==> src/rtl/sdhw_pkg.sv <==
// Shared constants and types for the SD host wrapper register block.
// Assumes a 32-bit data path and a 4 KB byte-addressed window.
package sdhw_pkg;
    localparam int DW        = 32;
    localparam int AW        = 12;
    localparam int MAX_SLOTS = 2;
    localparam int SW        = (MAX_SLOTS > 1) ? $clog2(MAX_SLOTS) : 1;

    localparam logic [7:0] OFF_CTRL  = 8'h00;
    localparam logic [7:0] OFF_DEBN  = 8'h04;
    localparam logic [7:0] OFF_BUSC  = 8'h08;
    localparam logic [7:0] OFF_CAPB  = 8'h10;  // slot n capability at OFF_CAPB + 16*n
    localparam logic [7:0] OFF_MCUR  = 8'h18;  // slot n max-current at OFF_MCUR + 16*n
    localparam logic [7:0] OFF_WPOL  = 8'hEC;
    localparam logic [7:0] OFF_CDET  = 8'hF0;
    localparam logic [7:0] OFF_ISTAT = 8'hFC;

    localparam logic [DW-1:0] DEBN_RESET = 32'h0000_0005;
    localparam int            PRES_BIT0  = 16;

    typedef enum logic [1:0] {
        RG_LOCAL  = 2'd0,
        RG_SLOT   = 2'd1,
        RG_ABSENT = 2'd2,
        RG_BAD    = 2'd3
    } region_e;
endpackage

==> src/rtl/sdhw_decode.sv <==
// Address decoder: sorts a bus address into the local page, a fitted slot page,
// an absent slot page, or out-of-range. It also flags partial-strobe accesses.
// Assumes that pages 1..MAX_SLOTS are slot windows.
module sdhw_decode
    import sdhw_pkg::*;
#(
    parameter int NUM_SLOTS = 2
) (
    input  logic [AW-1:0] addr,
    input  logic [3:0]    strb,
    output region_e       region,
    output logic [SW-1:0] slot_idx,
    output logic          partial
);
    logic [3:0] page;
    assign page = addr[AW-1:8];

    // Select the region from the page number.
    always_comb begin
        slot_idx = '0;
        if (page == 4'd0) begin
            region = RG_LOCAL;
        end else if (int'(page) <= MAX_SLOTS) begin
            slot_idx = SW'(page - 4'd1);
            region   = (int'(page) <= NUM_SLOTS) ? RG_SLOT : RG_ABSENT;
        end else begin
            region = RG_BAD;
        end
    end

    // Only full-word accesses are accepted.
    assign partial = (strb != 4'b1111);
endmodule

==> src/rtl/sdhw_irq.sv <==
// Interrupt collector: registers each fitted slot's interrupt level into a status
// vector and ORs it into a single output. Lines of absent slots are masked off.
module sdhw_irq
    import sdhw_pkg::*;
#(
    parameter int NUM_SLOTS = 2
) (
    input  logic                 clk,
    input  logic                 rst_n,
    input  logic [MAX_SLOTS-1:0] slot_irq,
    output logic [MAX_SLOTS-1:0] stat,
    output logic                 irq_out
);
    localparam logic [MAX_SLOTS-1:0] FIT_MASK = MAX_SLOTS'((1 << NUM_SLOTS) - 1);

    logic [MAX_SLOTS-1:0] stat_q;

    // Follow the input levels of the fitted slots, one clock late.
    always_ff @(posedge clk) begin
        if (!rst_n) stat_q <= '0;
        else        stat_q <= slot_irq & FIT_MASK;
    end

    assign stat    = stat_q;
    assign irq_out = |stat_q;
endmodule

==> src/rtl/sdhw_globals.sv <==
// Global register file: control/presence, debounce, bus, polarity, card detect,
// and per-slot capability and max-current values. Holds the read mux for the
// local page. A write arrives as a one-cycle qualified strobe with an offset.
module sdhw_globals
    import sdhw_pkg::*;
#(
    parameter int            NUM_SLOTS = 2,
    parameter logic [DW-1:0] CAP_RESET = 32'h0170_00B2
) (
    input  logic                    clk,
    input  logic                    rst_n,
    input  logic                    wr_en,
    input  logic [7:0]              off,
    input  logic [DW-1:0]           wdata,
    input  logic [MAX_SLOTS-1:0]    irq_stat,
    output logic [DW-1:0]           rdata,
    output logic [MAX_SLOTS*DW-1:0] slot_cap,
    output logic [MAX_SLOTS*DW-1:0] slot_maxcur
);
    // Build the reset value of the control word from the slot count.
    function automatic logic [DW-1:0] ctrl_reset();
        logic [DW-1:0] v = '0;
        for (int n = 0; n < NUM_SLOTS; n++) v[PRES_BIT0 + n] = 1'b1;
        return v;
    endfunction

    localparam logic [DW-1:0] CTRL_RESET = ctrl_reset();

    logic [DW-1:0] ctrl_q, debn_q, busc_q, wpol_q, cdet_q;
    logic [DW-1:0] cap_q [MAX_SLOTS];
    logic [DW-1:0] mcur_q[MAX_SLOTS];

    // Plain global registers; bit 0 of the control word never stores a 1.
    always_ff @(posedge clk) begin
        if (!rst_n) begin
            ctrl_q <= CTRL_RESET;
            debn_q <= DEBN_RESET;
            busc_q <= '0;
            wpol_q <= '0;
            cdet_q <= '0;
        end else if (wr_en) begin
            case (off)
                OFF_CTRL: ctrl_q <= {wdata[DW-1:1], 1'b0};
                OFF_DEBN: debn_q <= wdata;
                OFF_BUSC: busc_q <= wdata;
                OFF_WPOL: wpol_q <= wdata;
                OFF_CDET: cdet_q <= wdata;
                default:  ;
            endcase
        end
    end

    for (genvar n = 0; n < MAX_SLOTS; n++) begin : g_slot
        localparam logic [7:0] CAP_OFF = OFF_CAPB + 8'(16 * n);
        localparam logic [7:0] MC_OFF  = OFF_MCUR + 8'(16 * n);
        if (n < NUM_SLOTS) begin : g_fit
            // Per-slot capability and max-current, updated through the alias offsets.
            always_ff @(posedge clk) begin
                if (!rst_n) begin
                    cap_q[n]  <= CAP_RESET;
                    mcur_q[n] <= '0;
                end else if (wr_en && off == CAP_OFF) begin
                    cap_q[n] <= wdata;
                end else if (wr_en && off == MC_OFF) begin
                    mcur_q[n] <= wdata;
                end
            end
        end else begin : g_absent
            assign cap_q[n]  = '0;
            assign mcur_q[n] = '0;
        end
        assign slot_cap[n*DW +: DW]    = cap_q[n];
        assign slot_maxcur[n*DW +: DW] = mcur_q[n];
    end

    // Read mux for the local page; unnamed offsets read zero.
    always_comb begin
        rdata = '0;
        case (off)
            OFF_CTRL:  rdata = ctrl_q;
            OFF_DEBN:  rdata = debn_q;
            OFF_BUSC:  rdata = busc_q;
            OFF_WPOL:  rdata = wpol_q;
            OFF_CDET:  rdata = cdet_q;
            OFF_ISTAT: rdata = DW'(irq_stat);
            default: begin
                for (int n = 0; n < MAX_SLOTS; n++) begin
                    if (off == OFF_CAPB + 8'(16 * n)) rdata = cap_q[n];
                    if (off == OFF_MCUR + 8'(16 * n)) rdata = mcur_q[n];
                end
            end
        endcase
    end
endmodule

==> src/rtl/sdhw_top.sv <==
// SD host wrapper register block top: APB-style zero-wait slave over a 4 KB window.
// The local page goes to the global register file, and slot pages are passed
// through to the slots. Partial-strobe or out-of-range accesses get an error
// response and change nothing. Assumes NUM_SLOTS is 1 or 2.
module sdhw_top
    import sdhw_pkg::*;
#(
    parameter int            NUM_SLOTS = 2,
    parameter logic [31:0]   CAP_RESET = 32'h0170_00B2
) (
    input  logic        clk,
    input  logic        rst_n,
    input  logic        psel,
    input  logic        penable,
    input  logic        pwrite,
    input  logic [11:0] paddr,
    input  logic [31:0] pwdata,
    input  logic [3:0]  pstrb,
    output logic [31:0] prdata,
    output logic        pready,
    output logic        pslverr,
    input  logic [1:0]  slot_irq,
    output logic        irq_out,
    output logic [63:0] slot_cap,
    output logic [63:0] slot_maxcur,
    output logic [1:0]  fwd_sel,
    output logic        fwd_enable,
    output logic        fwd_write,
    output logic [7:0]  fwd_addr,
    output logic [31:0] fwd_wdata,
    input  logic [31:0] fwd_rdata
);
    region_e              region;
    logic [SW-1:0]        slot_idx;
    logic                 partial;
    logic [MAX_SLOTS-1:0] irq_stat;
    logic [DW-1:0]        glob_rdata;
    logic                 access, bad, loc_wr;

    sdhw_decode #(.NUM_SLOTS(NUM_SLOTS)) u_dec (
        .addr(paddr), .strb(pstrb), .region(region),
        .slot_idx(slot_idx), .partial(partial)
    );

    sdhw_irq #(.NUM_SLOTS(NUM_SLOTS)) u_irq (
        .clk(clk), .rst_n(rst_n), .slot_irq(slot_irq),
        .stat(irq_stat), .irq_out(irq_out)
    );

    sdhw_globals #(.NUM_SLOTS(NUM_SLOTS), .CAP_RESET(CAP_RESET)) u_glb (
        .clk(clk), .rst_n(rst_n), .wr_en(loc_wr), .off(paddr[7:0]),
        .wdata(pwdata), .irq_stat(irq_stat), .rdata(glob_rdata),
        .slot_cap(slot_cap), .slot_maxcur(slot_maxcur)
    );

    // Access qualification and error response.
    assign access  = psel & penable;
    assign bad     = partial | (region == RG_BAD);
    assign pslverr = access & bad;
    assign pready  = 1'b1;
    assign loc_wr  = access & pwrite & !bad & (region == RG_LOCAL);

    // Slot window pass-through, one-hot by slot.
    for (genvar n = 0; n < MAX_SLOTS; n++) begin : g_fwd
        assign fwd_sel[n] = psel & !partial & (region == RG_SLOT) & (slot_idx == SW'(n));
    end
    assign fwd_enable = penable;
    assign fwd_write  = pwrite;
    assign fwd_addr   = paddr[7:0];
    assign fwd_wdata  = pwdata;

    // Read data source by region; errors and absent slots read zero.
    always_comb begin
        prdata = '0;
        if (access && !bad && !pwrite) begin
            case (region)
                RG_LOCAL: prdata = glob_rdata;
                RG_SLOT:  prdata = fwd_rdata;
                default:  prdata = '0;
            endcase
        end
    end
endmodule

==> config.mk <==
export PLATFORM = sky130hd
export DESIGN_NAME = sdhw_top
export DESIGN_NICKNAME = d
export VERILOG_FILES = /design/src/rtl/sdhw_pkg.sv /design/src/rtl/sdhw_decode.sv /design/src/rtl/sdhw_irq.sv /design/src/rtl/sdhw_globals.sv /design/src/rtl/sdhw_top.sv
export SDC_FILE = /design/constraint.sdc
export NUM_CORES = 1
export LEC_CHECK = 0
export BUFFER_PORTS_ARGS = -buffer_cell sky130_fd_sc_hd__clkbuf_2
export CAP_MARGIN = 10
export CORE_MARGIN = 3
export CORE_UTILIZATION = 40
export DETAILED_ROUTE_END_ITERATION = 10
export PLACE_DENSITY = 0.7
export SYNTH_ARGS = -nofsm -noshare
export SYNTH_HDL_FRONTEND = slang
export SYNTH_SLANG_ARGS = --single-unit
==> constraint.sdc <==
create_clock -name clk -period 9.45 [get_ports clk]
set_input_delay 1.4175 -clock clk [delete_from_list [all_inputs] [get_ports clk]]
set_output_delay 1.4175 -clock clk [all_outputs]
set_load 0.01 [all_outputs]
==> results of run 1 <==
==> stage by stage <==
step | power (W) | instance area, sq um
finish | 0.00279 | 16800
global route | 0.00285 | 16800
CTS | 0.00278 | 16800
detailed placement | 0.00161 | 15800
global placement | 0.00161 | 15800
floorplan | 0.00149 | 14400
==> registers in the layout (all words and copies together), names as in the netlist <==
register / cells
u_glb.cap_q: 64
u_glb.mcur_q: 64
u_glb.busc_q: 32
u_glb.cdet_q: 32
u_glb.debn_q: 32
u_glb.wpol_q: 32
u_glb.ctrl_q: 31
u_irq.stat: 2
==> final cells by class <==
| cell class | instances | area (sq um) | share of cell area (%) |
|---|---|---|---|
| diodes | 2 | 5.00 | 0.0298 |
| clock buffers | 49 | 925 | 5.51 |
| clock inverters | 6 | 61.3 | 0.365 |
| inverters | 21 | 78.8 | 0.470 |
| multi-input cells | 1058 | 6410 | 38.2 |
| flip-flops and latches | 289 | 7070 | 42.1 |
| well taps | 455 | 569 | 3.39 |
| repair buffers | 320 | 1670 | 9.96 |
==> layer usage <==
metal	share of wire, %	vias to the layer above	global-route usage (%)
met2	43	839	41.5
li1	-	5859	-
met4	2.9	0	7.95
met3	12	106	6.68
met1	42	6472	40.8
met5	0	-	0
==> Yosys cell counts (all sizes together) (4+ instances only) <==
cell type,number
a2111oi,10
a211oi,11
a21boi,126
a21oi,43
a221oi,15
a222oi,10
a22o,41
a22oi,55
a32oi,8
and2,102
and3,10
and3b,6
and4,6
buf,96
clkbuf,101
dfxtp,161
edfxtp,128
inv,20
mux2,16
mux2i,7
nand2,322
nand2b,17
nand3,48
nor2,8
nor2b,5
nor3,30
nor4,5
nor4b,4
o211ai,6
o21ai,92
o22ai,11
o2bb2ai,23
==> worst min path at each step <==
stage / end / slack [ns]
after floorplan: u_glb.wpol_q[16] / 0.43
after global routing: u_glb.cdet_q[5] / 0.47
after global placement: u_glb.cdet_q[5] / 0.44
after CTS: u_glb.busc_q[5] / 0.45
final: u_glb.cdet_q[5] / 0.45
after detailed placement: u_glb.busc_q[5] / 0.44
==> kinds of logic (layout without fill, tap and decap cells) <==
kind of cell / after synthesis / after routing
muxes: 23 / 23
and+or+nand+nor: 577 / 577
DFF: 289 / 289
other: 1 / 3
AOI/OAI and AO/OA: 457 / 457
buffers and inverters: 218 / 396
==> worst max-delay path, cell delays in order <==
cell      delay (ns)
clkbuf_2        0.41
clkinv_1        0.68
nor3_4          0.91
buf_4           0.37
a22o_1          0.15
o21ai_0         0.16
a32oi_1         0.45
clkbuf_2        0.21
==> power by group through the flow <==
stage / sequential [W] / clock, W / combinational [W]
CTS: 0.00136 / 0.00120 / 0.000224
finish: 0.00136 / 0.00120 / 0.000228
global route: 0.00136 / 0.00125 / 0.000240
detailed placement: 0.00139 / 0 / 0.000224
global placement: 0.00139 / 0 / 0.000222
floorplan: 0.00139 / 0 / 0.000102
==> key figures, run 1 <==
Status
  – Outcome: finished, final reports clean

Clocking
  – H-tree Lvls: 1
  – Clk slew on worst S/H paths: 0.06 ns
  – CTS tree: built
  – # Post-CTS Setup Buffers: 0
  – Post-CTS Hold Fix Bufs: 0
  – Number of gates resized after CTS: 0
  – Total clock sinks: 289
  – CTS Buffer Depth: 3
  – Clock Latency Late Sink: 0.55 ns
  – Clock Root Buffer: clkbuf_16
  – CTS buffer count: 31

Floorplan
  – Site Rows: 68
  – Initial cell density of the core: 41.2%
  – Core area: 35100 sq um
  – Die Y: 196 microns
  – Die width: 196 microns
  – IO Count: 294
  – Die area: 38400 sq um

Worst setup path
  – CP Class: input pin to output port
  – Critical path endpoint: prdata[7]
  – R2R cell count: 2
  – WP data required: 8.03 ns
  – Reg2Reg Setup Slack: 8.75 ns
  – Setup crit end kind: output port
  – Max Fanout on Critical Path: 18
  – Critical path origin: paddr[3]
  – CP arrival: 4.79 ns
  – Startpoint types: input pin
  – FF-to-FF End: u_glb.cdet_q[20]
  – R2R Path Start: u_glb.cdet_q[20]

Routing
  – Mean routed wirelength per cell: 25.7 microns
  – Remaining DRCs: 0
  – Vias per std cell: 6.03
  – Via count: 13276
  – Drt pass-1 iters: 6
  – Antenna viol nets, final: 0
  – 1st-iter DRT viols: 1948
  – DRT Wirelength: 56.5 mm

Timing
  – Worst hold margin: 0.449 ns
  – Slew margin rel.: 22.5%
  – Post-route setup slack: 3.24 ns
  – Max frequency: 161 MHz
  – Fin. Hold Viols: 0
  – Slew Limit Fails: 0
  – Setup TNS: 0 ns
  – Min Tclk post-route: 6.21 ns
  – RSZ-0062 raised after global routing: no
  – Slew at the pin with the worst max-slew slack: 1.16 ns
  – Final setup viols: 0
  – Skew final: 0 ns
  – Final worst-path cycle share: 65.7%

Logic synthesis
  – Net count after synthesis: 1652
  – Synth Warn #: 0
  – Mapped Area: 14400 sq um
  – Seq/Total Area, Yosys: 48.9%
  – Post-synthesis adder-cell area fraction: 0%
  – Post-synth EDFFs: 128
  – Synth unique cells: 58
  – Synth Area in Compound Gates: 22.6%
  – Synth Register Bits: 289
  – Cells after Synth: 1565
  – Post-Synth XOR/XNOR Area: 0%
  – Post-synth ARST share: 0%
  – Main area contributors after synthesis: edfxtp_1 27%, dfxtp_1 22%, nand2_1 8.4%
  – Top cell type's share of synthesized area: 26.6%
  – Area leader, netlist: edfxtp_1
  – Post-synthesis mux area share: 1.73%
  – Largest family of logic cells by synthesized area: compound AO/OA/AOI/OAI gates
  – Most common flop cell mapped by yosys: dfxtp_1
  – Synth Area in Simple Gates: 19.5%
  – Post-Syn Area per Cell: 9.23 sq um

Layout
  – Fillers: 3299
  – Utilization after layout: 47.9%
  – Final non-filler cell total: 2200
  – Most common cell after layout, fill and taps aside: nand2_1
  – Most frequent cells in the layout: 322 x nand2_1, 292 x clkbuf_2, 161 x dfxtp_1, 128 x edfxtp_1, 102 x and2_1
  – Layout area overhead: 16.2%
  – Fraction of final layout cells sized beyond drive strength 1: 23.4%
  – Net count, final: 1808

Global route
  – Global Route Usage Sum: 28.0%
  – Gr ovfl total: 0
  – First-pass GRT wire length: 82.2 mm
  – Largest net degree at the start of global routing: 121
  – Vias in the first global route: 12076
  – Initial antenna violation count: 0

Placed design
  – DP Cell Count: 2141
  – DP HPWL: 40.4 mm
  – Gpl congestion: 0.933
  – Place WS: 3.15 ns
  – Port Buf Inserts: 292

Power
  – Int Pwr: 0.00210 W
  – Sw power: 0.000691 W
  – Reg power frac: 48.9%
  – Clk pwr share: 42.9%
  – VDD IR max: 137 uV
  – Switch share: 24.8%
  – Lkg Pwr: 6.06 nW
  – PwrDens: 166 nW/um^2
  – Logic pwr share: 8.2%

Min path
  – Hold crit path type: flip-flop to flip-flop
  – Hold path startpoint: u_glb.cdet_q[5]
  – Worst hold stages: 2

Run
  – Max cap viols: 0
Note: power is estimated with default switching activity, not from simulation.
==> run 2, diff against run 1 <==
Clock period 9.45 ns to 6.1 ns, I/O delays scaled along.
==> key figures, run 2 (synthesized netlist as in run 1, its figures left out) <==
Timing
  – Slew Limit Fails: 0
  – Worst hold margin: 0.450 ns
  – Final worst-path cycle share: 78.9%
  – Final setup viols: 0
  – Fin. Hold Viols: 0
  – Max frequency: 208 MHz
  – Min Tclk post-route: 4.81 ns
  – Setup TNS: 0 ns
  – Slew at the pin with the worst max-slew slack: 1.19 ns
  – Slew margin rel.: 20.2%
  – RSZ-0062 raised after global routing: no
  – Skew final: 0 ns

Floorplan
  – Die Y: 196 microns
  – IO Count: 294
  – Site Rows: 68
  – Core area: 35100 sq um
  – Die width: 196 microns
  – Die area: 38400 sq um
  – Initial cell density of the core: 41.2%

Min path
  – Hold path startpoint: u_glb.wpol_q[7]
  – Hold crit path type: flip-flop to flip-flop
  – Worst hold stages: 2

Worst setup path
  – Max Fanout on Critical Path: 22
  – R2R Path Start: u_glb.cdet_q[30]
  – CP arrival: 3.89 ns
  – FF-to-FF End: u_glb.cdet_q[30]
  – Critical path origin: paddr[4]
  – Setup crit end kind: output port
  – Critical path endpoint: prdata[20]
  – R2R cell count: 2
  – CP Class: input pin to output port
  – Reg2Reg Setup Slack: 5.42 ns
  – Startpoint types: input pin
  – WP data required: 5.18 ns

Clocking
  – Total clock sinks: 289
  – # Post-CTS Setup Buffers: 0
  – Number of gates resized after CTS: 0
  – Clock Root Buffer: clkbuf_16
  – H-tree Lvls: 1
  – Clk slew on worst S/H paths: 0.06 ns
  – CTS tree: built
  – CTS Buffer Depth: 3
  – Post-CTS Hold Fix Bufs: 0
  – CTS buffer count: 30
  – Clock Latency Late Sink: 0.55 ns

Routing
  – Via count: 13326
  – Vias per std cell: 6.05
  – 1st-iter DRT viols: 2077
  – Antenna viol nets, final: 0
  – Drt pass-1 iters: 6
  – Mean routed wirelength per cell: 24.5 microns
  – Remaining DRCs: 0
  – DRT Wirelength: 54.0 mm

Layout
  – Most common cell after layout, fill and taps aside: nand2_1
  – Final non-filler cell total: 2203
  – Multi-input gate area in the final layout: 6400 sq um
  – Post-route cell area: 16900 sq um
  – Antenna fix cells: 0
  – Fraction of final layout cells sized beyond drive strength 1: 23.5%
  – Register area: 7070 sq um
  – Regs by FF count: u_glb.cap_q x64, u_glb.mcur_q x64
  – Most frequent cells in the layout: 322 x nand2_1, 291 x clkbuf_2, 161 x dfxtp_1, 128 x edfxtp_1, 102 x and2_1
  – Layout area overhead: 16.7%
  – Fillers: 3300
  – Net count, final: 1811

Global route
  – First-pass GRT wire length: 79.8 mm
  – Vias in the first global route: 12150
  – Initial antenna violation count: 0
  – Gr ovfl total: 0
  – Largest net degree at the start of global routing: 114
  – Global Route Usage Sum: 26.9%

Power
  – Power after layout: 0.00433 W
  – Lkg Pwr: 6.08 nW
  – Switch share: 24.5%
  – Int Pwr: 0.00327 W
  – Clk pwr share: 43.4%
  – VDD IR max: 172 uV
  – Sw power: 0.00106 W
  – PwrDens: 257 nW/um^2
  – Reg power frac: 48.7%
  – Logic pwr share: 8.0%

Placed design
  – Dpl cell area: 15800 sq um
  – Port Buf Inserts: 292
  – DP HPWL: 38.9 mm
  – Gpl congestion: 0.996
  – DP Cell Count: 2146

Run
  – Max cap viols: 0

Status
  – Outcome: finished, final reports clean
## run 2: through the flow
step,utilization [%],setup WS (ns)
global route,48.1,1.24
CTS,48.0,1.34
floorplan,-,1.45
detailed placement,45.2,1.34
global placement,45.1,1.36
finish,48.1,1.29
## run 2: worst max-delay path, stage by stage
cell	delay, ns
clkbuf_2	0.38
and4_1	0.60
and2_1	0.91
a22o_1	0.24
o21ai_0	0.09
a221oi_1	0.52
clkbuf_2	0.22
## run 2: worst min-delay path by stage
stage                                   to  slack [ns]
final                      u_glb.wpol_q[7]        0.45
after global routing       u_glb.wpol_q[7]        0.47
after CTS                 u_glb.debn_q[24]        0.45
after detailed placement  u_glb.cdet_q[22]        0.44
after global placement     u_glb.debn_q[3]        0.44
after floorplan           u_glb.wpol_q[16]        0.43
## run 2: power groups by stage
stage                     combinational [W]  sequential [W]  clock [W]
final                              0.000346         0.00211    0.00188
after global routing               0.000365         0.00211    0.00197
after CTS                          0.000341         0.00211    0.00188
after detailed placement           0.000341         0.00215          0
after global placement             0.000338         0.00215          0
after floorplan                    0.000158         0.00215          0
## run 2: layer usage
metal	wire (microns)	track usage [%]	up-vias
li1	-	-	5861
met1	22000	39.0	6399
met2	23300	40.8	944
met3	6900	5.26	122
met4	1820	8.03	0
met5	0	0	-
## run 2: area by class of cell
type | count | area share [%]
Clock inverter | 16 | 1.08
Timing Repair Buffer | 324 | 10.3
Sequential cell | 289 | 41.9
Clock buffer | 40 | 4.80
Inverter | 21 | 0.468
Tap cell | 455 | 3.38
Multi-Input combinational cell | 1058 | 38.0
==> run 3, diff against run 2 <==
Settings changed: PLACE_DENSITY 0.7 to 0.73.
Clock period 6.1 ns to 4.15 ns, I/O delays scaled along.
==> key figures, run 3 (synthesized netlist as in run 1, its figures left out) <==
Status
  – Outcome: finished, final reports clean

Placed design
  – Place WS: 0.489 ns
  – Port Buf Inserts: 292
  – Dpl cell area: 16100 sq um
  – DP Cell Count: 2177
  – DP HPWL: 41.1 mm
  – Gpl congestion: 0.968

Worst setup path
  – Startpoint types: input pin
  – Slowest stage delay, CP: 0.66 ns
  – Sequence of cells on the critical path: clkbuf_2, or4b_4, nor3_4, buf_4, a222oi_1, a221oi_1, clkbuf_2
  – Slowest CP cell: or4b_4
  – WP data required: 3.53 ns
  – Max Fanout on Critical Path: 18
  – Crit path top cell by count: clkbuf_2
  – CP arrival: 3.10 ns
  – CP Class: input pin to output port
  – Setup crit end kind: output port
  – WP buf/inv: 3
  – Top delay family on crit path: buffers and inverters

Power
  – Switch share: 24.8%
  – VDD IR max: 268 uV
  – Int Pwr: 0.00484 W
  – Sw power: 0.00160 W
  – Clk pwr share: 43.7%
  – Reg power frac: 48.0%
  – Lkg Pwr: 6.28 nW
  – PwrDens: 376 nW/um^2
  – Logic pwr share: 8.3%

Global route
  – Vias in the first global route: 12430
  – Gr ovfl total: 0
  – Largest net degree at the start of global routing: 74
  – Global Route Usage Sum: 28.1%
  – Initial antenna violation count: 1
  – First-pass GRT wire length: 83.2 mm

Clocking
  – # Post-CTS Setup Buffers: 0
  – CTS tree: built
  – Total clock sinks: 289
  – CTS Buffer Depth: 3
  – H-tree Lvls: 1
  – Number of gates resized after CTS: 0
  – Clock Latency Late Sink: 0.56 ns
  – Clock Root Buffer: clkbuf_16
  – Clk slew on worst S/H paths: 0.06 ns
  – Post-CTS Hold Fix Bufs: 0
  – CTS buffer count: 30

Timing
  – Post-route setup slack: 0.423 ns
  – Slew Limit Fails: 0
  – Slew margin rel.: 36.0%
  – Setup TNS: 0 ns
  – Max frequency: 268 MHz
  – Fin. Hold Viols: 0
  – Final setup viols: 0
  – Final worst-path cycle share: 89.8%
  – RSZ-0062 raised after global routing: no
  – Skew final: 0 ns
  – Min Tclk post-route: 3.73 ns
  – Slew at the pin with the worst max-slew slack: 0.960 ns

Floorplan
  – Initial cell density of the core: 41.2%
  – Die area: 38400 sq um
  – Site Rows: 68
  – Die width: 196 microns
  – IO Count: 294
  – Core area: 35100 sq um
  – Die Y: 196 microns

Min path
  – Hold crit path type: input pin to flip-flop

Routing
  – 1st-iter DRT viols: 1755
  – Via count: 13300
  – Remaining DRCs: 0
  – Drt pass-1 iters: 6
  – Vias per std cell: 5.96
  – DRT Wirelength: 56.5 mm
  – Mean routed wirelength per cell: 25.3 microns
  – Antenna viol nets, final: 0

Layout
  – Regs by FF count: u_glb.cap_q x64, u_glb.mcur_q x64
  – Post-route cell area: 17100 sq um
  – Fillers: 3299
  – Most common cell after layout, fill and taps aside: nand2_1
  – Net count, final: 1841
  – Layout area overhead: 18.5%
  – Utilization after layout: 48.8%
  – Fraction of final layout cells sized beyond drive strength 1: 25.3%
  – Most frequent cells in the layout: 322 x nand2_1, 293 x clkbuf_2, 161 x dfxtp_1, 128 x edfxtp_1, 102 x and2_1
  – Final non-filler cell total: 2233
  – Antenna fix cells: 0

Run
  – Max cap viols: 0
[run 3: through the flow]
step	power, W	hold WS [ns]
floorplan	0.00339	0.429
global placement	0.00367	0.437
detailed placement	0.00367	0.445
CTS	0.00645	0.258
global route	0.00660	0.265
finish	0.00644	0.267
[run 3: final timing paths]
path | from | end | slack, ns | cells after the start
max | paddr[5] | prdata[17] | 0.42 | 7
min reg2reg | u_glb.debn_q[16] | u_glb.debn_q[16] | 0.45 | 2
max reg2reg | u_glb.cdet_q[9] | u_glb.cdet_q[9] | 3.41 | 2
min | slot_irq[1] | u_irq.stat[1] | 0.27 | 2
[run 3: power groups by stage]
stage | logic, W | registers [W] | clock network (W)
after CTS | 0.000523 | 0.00309 | 0.00283
final | 0.000532 | 0.00309 | 0.00282
after global routing | 0.000559 | 0.00310 | 0.00294
after global placement | 0.000518 | 0.00315 | 0
after detailed placement | 0.000521 | 0.00315 | 0
after floorplan | 0.000232 | 0.00316 | 0
[run 3: per-layer routing]
| metal | GRT usage, % | vias to the layer above | share of wire (%) | wire length, microns |
|---|---|---|---|---|
| met2 | 43.4 | 891 | 44 | 25000 |
| met1 | 41.1 | 6414 | 42 | 23500 |
| met3 | 5.77 | 69 | 12 | 6960 |
| met5 | 0 | - | 0 | 0 |
| met4 | 5.86 | 0 | 1.9 | 1060 |
| li1 | - | 5926 | - | - |
[run 3: layout make-up]
type                       count  area, sq um  area share [%]
clock inverter                15          135           0.789
tap                          455          569            3.33
inverter                      21         78.8           0.460
timing repair buffer         354         1970            11.5
multi-input combinational   1058         6400            37.4
clock buffer                  41          898            5.25
sequential                   289         7070            41.3
